## config.mk

```make
export PLATFORM = sky130hd
export DESIGN_NAME = quad_code_store
export DESIGN_NICKNAME = d
export VERILOG_FILES = /design/src/rtl/quad_code_store.sv
export SDC_FILE = /design/constraint.sdc
export NUM_CORES = 1
export LEC_CHECK = 0
export CAP_MARGIN = 0
export CORE_AREA = 2 2 188 282
export CTS_CLUSTER_DIAMETER = 120
export CTS_CLUSTER_SIZE = 14
export DETAILED_ROUTE_END_ITERATION = 16
export DIE_AREA = 0 0 190 284
export GPL_TIMING_DRIVEN = 0
export PLACE_DENSITY = 0.6
export SYNTH_ARGS = -nofsm -noshare
export SYNTH_HDL_FRONTEND = slang
export SYNTH_SLANG_ARGS = --single-unit
export TNS_END_PERCENT = 1
```

## constraint.sdc

```tcl
create_clock -name clk -period 8.1 [get_ports clk]
set_input_delay 2.025 -clock clk [delete_from_list [all_inputs] [get_ports clk]]
set_output_delay 2.025 -clock clk [all_outputs]
set_load 0.05 [all_outputs]
```

## src/rtl/quad_code_store.sv

```systemverilog
module quad_code_store #(
  parameter int CH       = 4,
  parameter int W        = 12,
  parameter int FS_HI_MV = 30000,
  parameter int FS_LO_MV = 60000,
  localparam int CW  = $clog2(CH),
  localparam int MVW = $clog2(FS_LO_MV + 1),
  localparam int PW  = W + MVW
) (
  input  logic              clk,
  input  logic              rst_n,
  input  logic              wr_en,
  input  logic              wr_bcast,
  input  logic [CW-1:0]     wr_ch,
  input  logic [W-1:0]      wr_code,
  input  logic              load_n,
  input  logic              clear_n,
  input  logic              range_hi,
  output logic [CH*W-1:0]   code_o,
  output logic [CH-1:0]     range_o,
  output logic [CH*MVW-1:0] mv_o
);

  logic ld_q, clr_q;

  always_ff @(posedge clk or negedge rst_n) begin
    if (!rst_n) begin
      ld_q  <= 1'b1;
      clr_q <= 1'b1;
    end else begin
      ld_q  <= load_n;
      clr_q <= clear_n;
    end
  end

  wire ld_fall  = ld_q & ~load_n;
  wire clr_fall = clr_q & ~clear_n;

  for (genvar g = 0; g < CH; g++) begin : g_ch
    logic [W-1:0]  stage_q, live_q;
    logic          rng_q;
    logic [PW-1:0] fs, prod;

    wire          hit  = wr_en & (wr_bcast | (wr_ch == CW'(g)));
    wire [W-1:0]  nxt  = hit ? wr_code : stage_q;
    wire          xfer = clear_n & (ld_fall | (~load_n & hit));

    always_ff @(posedge clk or negedge rst_n) begin
      if (!rst_n) begin
        stage_q <= '0;
        live_q  <= '0;
        rng_q   <= 1'b0;
      end else if (clr_fall) begin
        stage_q <= '0;
        live_q  <= '0;
      end else begin
        stage_q <= nxt;
        if (xfer) begin
          live_q <= nxt;
          rng_q  <= range_hi;
        end
      end
    end

    assign fs   = rng_q ? PW'(FS_HI_MV) : PW'(FS_LO_MV);
    assign prod = PW'(live_q) * fs;
    assign code_o[g*W +: W]     = live_q;
    assign range_o[g]           = rng_q;
    assign mv_o[g*MVW +: MVW]   = MVW'(prod >> W);

    p_sync_write_r4: assert property (@(posedge clk) disable iff (!rst_n)
      (clear_n && !load_n && wr_en && !wr_bcast && wr_ch == CW'(g))
      |=> (code_o[g*W +: W] == $past(wr_code)));
  end

  p_idle_hold_r2: assert property (@(posedge clk) disable iff (!rst_n)
    (load_n && clear_n) |=> $stable(code_o));

  p_clear_zero_r6: assert property (@(posedge clk) disable iff (!rst_n)
    (!clear_n && clr_q) |=> (code_o == '0));

  p_clear_blocks_r7: assert property (@(posedge clk) disable iff (!rst_n)
    (!clear_n && !clr_q) |=> $stable(code_o));

  p_range_hold_r10: assert property (@(posedge clk) disable iff (!rst_n)
    (load_n && clear_n) |=> ($stable(range_o) && $stable(mv_o)));

endmodule

```

==> flow_metrics.env <==
export IMPL_worstSkewPairLatency_ns=0.34
export IMPL_setup_tns_ns=0
export IMPL_die_area_mm2=0.0540
export IMPL_first_pass_iters=5
export IMPL_via_per_inst=4.62
export IMPL_setup_violations=0
export IMPL_place_hpwl_um=37800
export IMPL_slew_headroom_pct=49.9
export IMPL_fillCellCount=5192
export IMPL_rsz0062_at_grt="yes"
export IMPL_grt_max_degree=55
export IMPL_grt_use_met3_pct=1.90
export IMPL_synth_edf_count=0
export IMPL_drive_above_1_share_pct=6.64
export IMPL_fp_dieW_um=190
export IMPL_ant_nets=0
export IMPL_end_kind="primary output"
export IMPL_drv_slew=0
export IMPL_use_met1_pct=19.8
export IMPL_synth_area_leaders="fa_1 (32%), ha_1 (20%), dfrtp_1 (14%), inv_1 (10%), mux2i_1 (2.7%)"
export IMPL_netlist_area_mm2=0.0179
export IMPL_async_flop_share_pct=100
export IMPL_synth_largest_area_cell="fa_1"
export IMPL_port_buffers=136
export IMPL_ioPinCount=137
export IMPL_grt_overflow_total=0
export IMPL_h_tree_depth=3
export IMPL_hold_buffers=0
export IMPL_hold_violations=0
export IMPL_p_leak_nw=11.6
export IMPL_drc=0
export IMPL_finalInstanceArea_mm2=0.0207
export IMPL_ys_flop_type="dfrtp_1"
export IMPL_crit_family="adder cells"
export IMPL_clock_sinks=102
export IMPL_start_kind="register"
export IMPL_min_period_over_period_pct=99.1
export IMPL_routed_wl_um=42700
export IMPL_fin_skew_ns=0.00369
export IMPL_worst_slew_pin_slew_ns=0.751
export IMPL_crit_chain="buf_8 -> buf_8 -> nand2_4 -> nand2_2 -> ha_1 -> inv_1 -> fa_1 -> inv_1 -> fa_1 -> inv_1 -> fa_1 -> fa_1 -> inv_1 -> ha_4 -> a21o_1 -> a21o_1 -> a221oi_4 -> o41ai_4 -> and2_4 -> or4_4 -> a31oi_4 -> xnor2_1 -> buf_4"
export IMPL_wl_per_cell_um=15.6
export IMPL_ys_ff_latch=102
export IMPL_area_growth_pct=15.7
export IMPL_synth_cell_types=60
export IMPL_root_buffer="clkbuf_16"
export IMPL_cts_buffer_depth=2
export IMPL_coreArea_mm2=0.0514
export IMPL_gp_congestion=0.899
export IMPL_critical_path_class="register to primary output"
export IMPL_synth_seq_area_share_pct=14.3
export IMPL_slowest_delay_ns=0.53
export IMPL_grtUsageMet2_pct=31.7
export IMPL_cts_tree="yes"
export IMPL_cp_num_buf_inv=7
export IMPL_p_per_area_mw_per_mm2=305
export IMPL_busiest_layer="met2"
export IMPL_layout_nets=2643
export IMPL_grt_pass1_wl_um=71900
export IMPL_yosysWarningCount=0
export IMPL_grt_pass1_vias=14300
export IMPL_dieHeight_um=284
export IMPL_crit_path_start="g_ch[2].rng_q$_DFFE_PN0P_"
export IMPL_cp_arrival_ns=6.00
export IMPL_cts_buffers=9
export IMPL_status="finished clean"
export IMPL_postPlaceCellArea_mm2=0.0202
export IMPL_synth_top_area_share_pct=31.8
export IMPL_grt_usage_pct=16.7
export IMPL_hp_class="register to register"
export IMPL_drt_iter0_markers=434
export IMPL_p_total_mw=6.32
export IMPL_drv_cap=0
export IMPL_register_area_mm2=0.00256
export IMPL_synth_cells=1868
export IMPL_period_needed_ns=8.03
export IMPL_timing_rr_start="clr_q$_DFF_PN1_"
export IMPL_multi_input_area_mm2=0.0135
export IMPL_clk_pin_slew_ns=0.06
export IMPL_synth_most_common_cell="inv_1"
export IMPL_synth_common_cells="inv_1 (484), fa_1 (284), ha_1 (280), nor2_1 (106), dfrtp_1 (100)"
export IMPL_hp_start="g_ch[3].stage_q[3]$_DFF_PN0_"
export IMPL_antenna_found_initial=1
export IMPL_fp_row_count=102
export IMPL_irDropWorstVdd_mv=0.560
export IMPL_clock_fmax_mhz=125
export IMPL_cp_max_fo=10
export IMPL_cp_required_ns=6.08
export IMPL_start_util_pct=34.8
export IMPL_critPathSlowestCell="fa_1"
export IMPL_vias=12700
export IMPL_avgSynthCellArea_um2=9.58
worst paths after layout:
path	to	slack, ns	depth (start not counted)
worst max register to register	g_ch[1].live_q[10]$_DFFE_PN0P_	6.08	4
worst min register to register	g_ch[3].stage_q[3]$_DFF_PN0_	0.53	2
worst max-delay path	mv_o[47]	0.07	23
max in group asynchronous	g_ch[3].live_q[5]$_DFFE_PN0P_	5.68	2
worst min-delay path	g_ch[3].stage_q[3]$_DFF_PN0_	0.53	2
min in group asynchronous	g_ch[1].live_q[7]$_DFFE_PN0P_	1.71	1
state kept, by name, indices dropped and copies added, names as in the netlist:
name and count:
g_ch.live_q 48, g_ch.stage_q 48, g_ch.rng_q 4, clr_q 1
ld_q 1
stage by stage:
step                instances  utilization, %  setup slack, ns  hold slack (ns)
finish                   2740            40.3           0.0736            0.529
global route             2739            40.3           -0.195            0.558
CTS                      2727            40.1           -0.227            0.534
detailed placement       2711            39.4            -1.12            0.517
global placement         2710            39.3            -1.10            0.508
floorplan                1898               -          -0.0168            0.486
layout by cell type, fill, tap and decap left out, types with 29 or more instances in the layout:
| master | n |
|---|---|
| inv_1 | 484 |
| fa_1 | 284 |
| ha_1 | 277 |
| nor2_1 | 106 |
| dfrtp_1 | 93 |
| clkdlybuf4s50_1 | 92 |
| nand2_1 | 80 |
| clkbuf_1 | 54 |
| mux2i_1 | 48 |
| xnor2_1 | 40 |
| nand3_1 | 40 |
| o31ai_1 | 38 |
| conb_1 | 32 |
| and2_1 | 31 |
| nand2b_1 | 30 |
| a21oi_1 | 29 |
| buf_4 | 29 |
per-layer routing:
layer | wire length, um | share of wire, % | vias up
met4 | 840 | 2.0 | 2
met5 | 9 | 0.021 | -
met3 | 1300 | 3.0 | 48
li1 | - | - | 6118
met2 | 23300 | 55 | 195
met1 | 17200 | 40 | 6295
cell type report:
| class | instances | area share [%] |
|---|---|---|
| diodes | 1 | 0.0121 |
| plain buffers | 66 | 1.58 |
| clock buffers | 15 | 1.29 |
| clock inverters | 1 | 0.0242 |
| inverters | 484 | 8.77 |
| multi-input cells | 1244 | 65.2 |
| flip-flops and latches | 102 | 12.4 |
| well taps | 676 | 4.08 |
| repair buffers | 151 | 6.68 |
cell families after synthesis:
group | Yosys count | share of synthesized area, %
xor gates and xnor gates | 64 | 3.13
other | 2 | 0.0420
and+or+nand+nor | 365 | 9.90
muxes | 50 | 2.81
DFF | 102 | 14.3
adders and majority gates | 564 | 51.3
AOI/OAI and AO/OA | 169 | 6.84
buffers and inverters | 552 | 11.7
power by group:
group / leakage [nW] / internal [mW] / switching (mW)
combinational: 10.2 / 1.83 / 3.46
clock: 0.134 / 0.225 / 0.177
sequential: 1.33 / 0.561 / 0.0668
total: 11.6 / 2.61 / 3.71
what timing repair did:
action,CTS,global route
endpoints found under the hold margin,0,0
setup endpoints to repair,58,46
resized for setup,148,59
pin swaps,6,9
buffers inserted,2,12
worst reg2reg max path, cell delays in order (launching register included):
cell and delay (ns):
dfstp_2 0.52, nor2b_1 0.23, clkbuf_1 0.45, clkbuf_1 0.53
o31ai_1 0.15
Power figures use the tool's default switching activity.
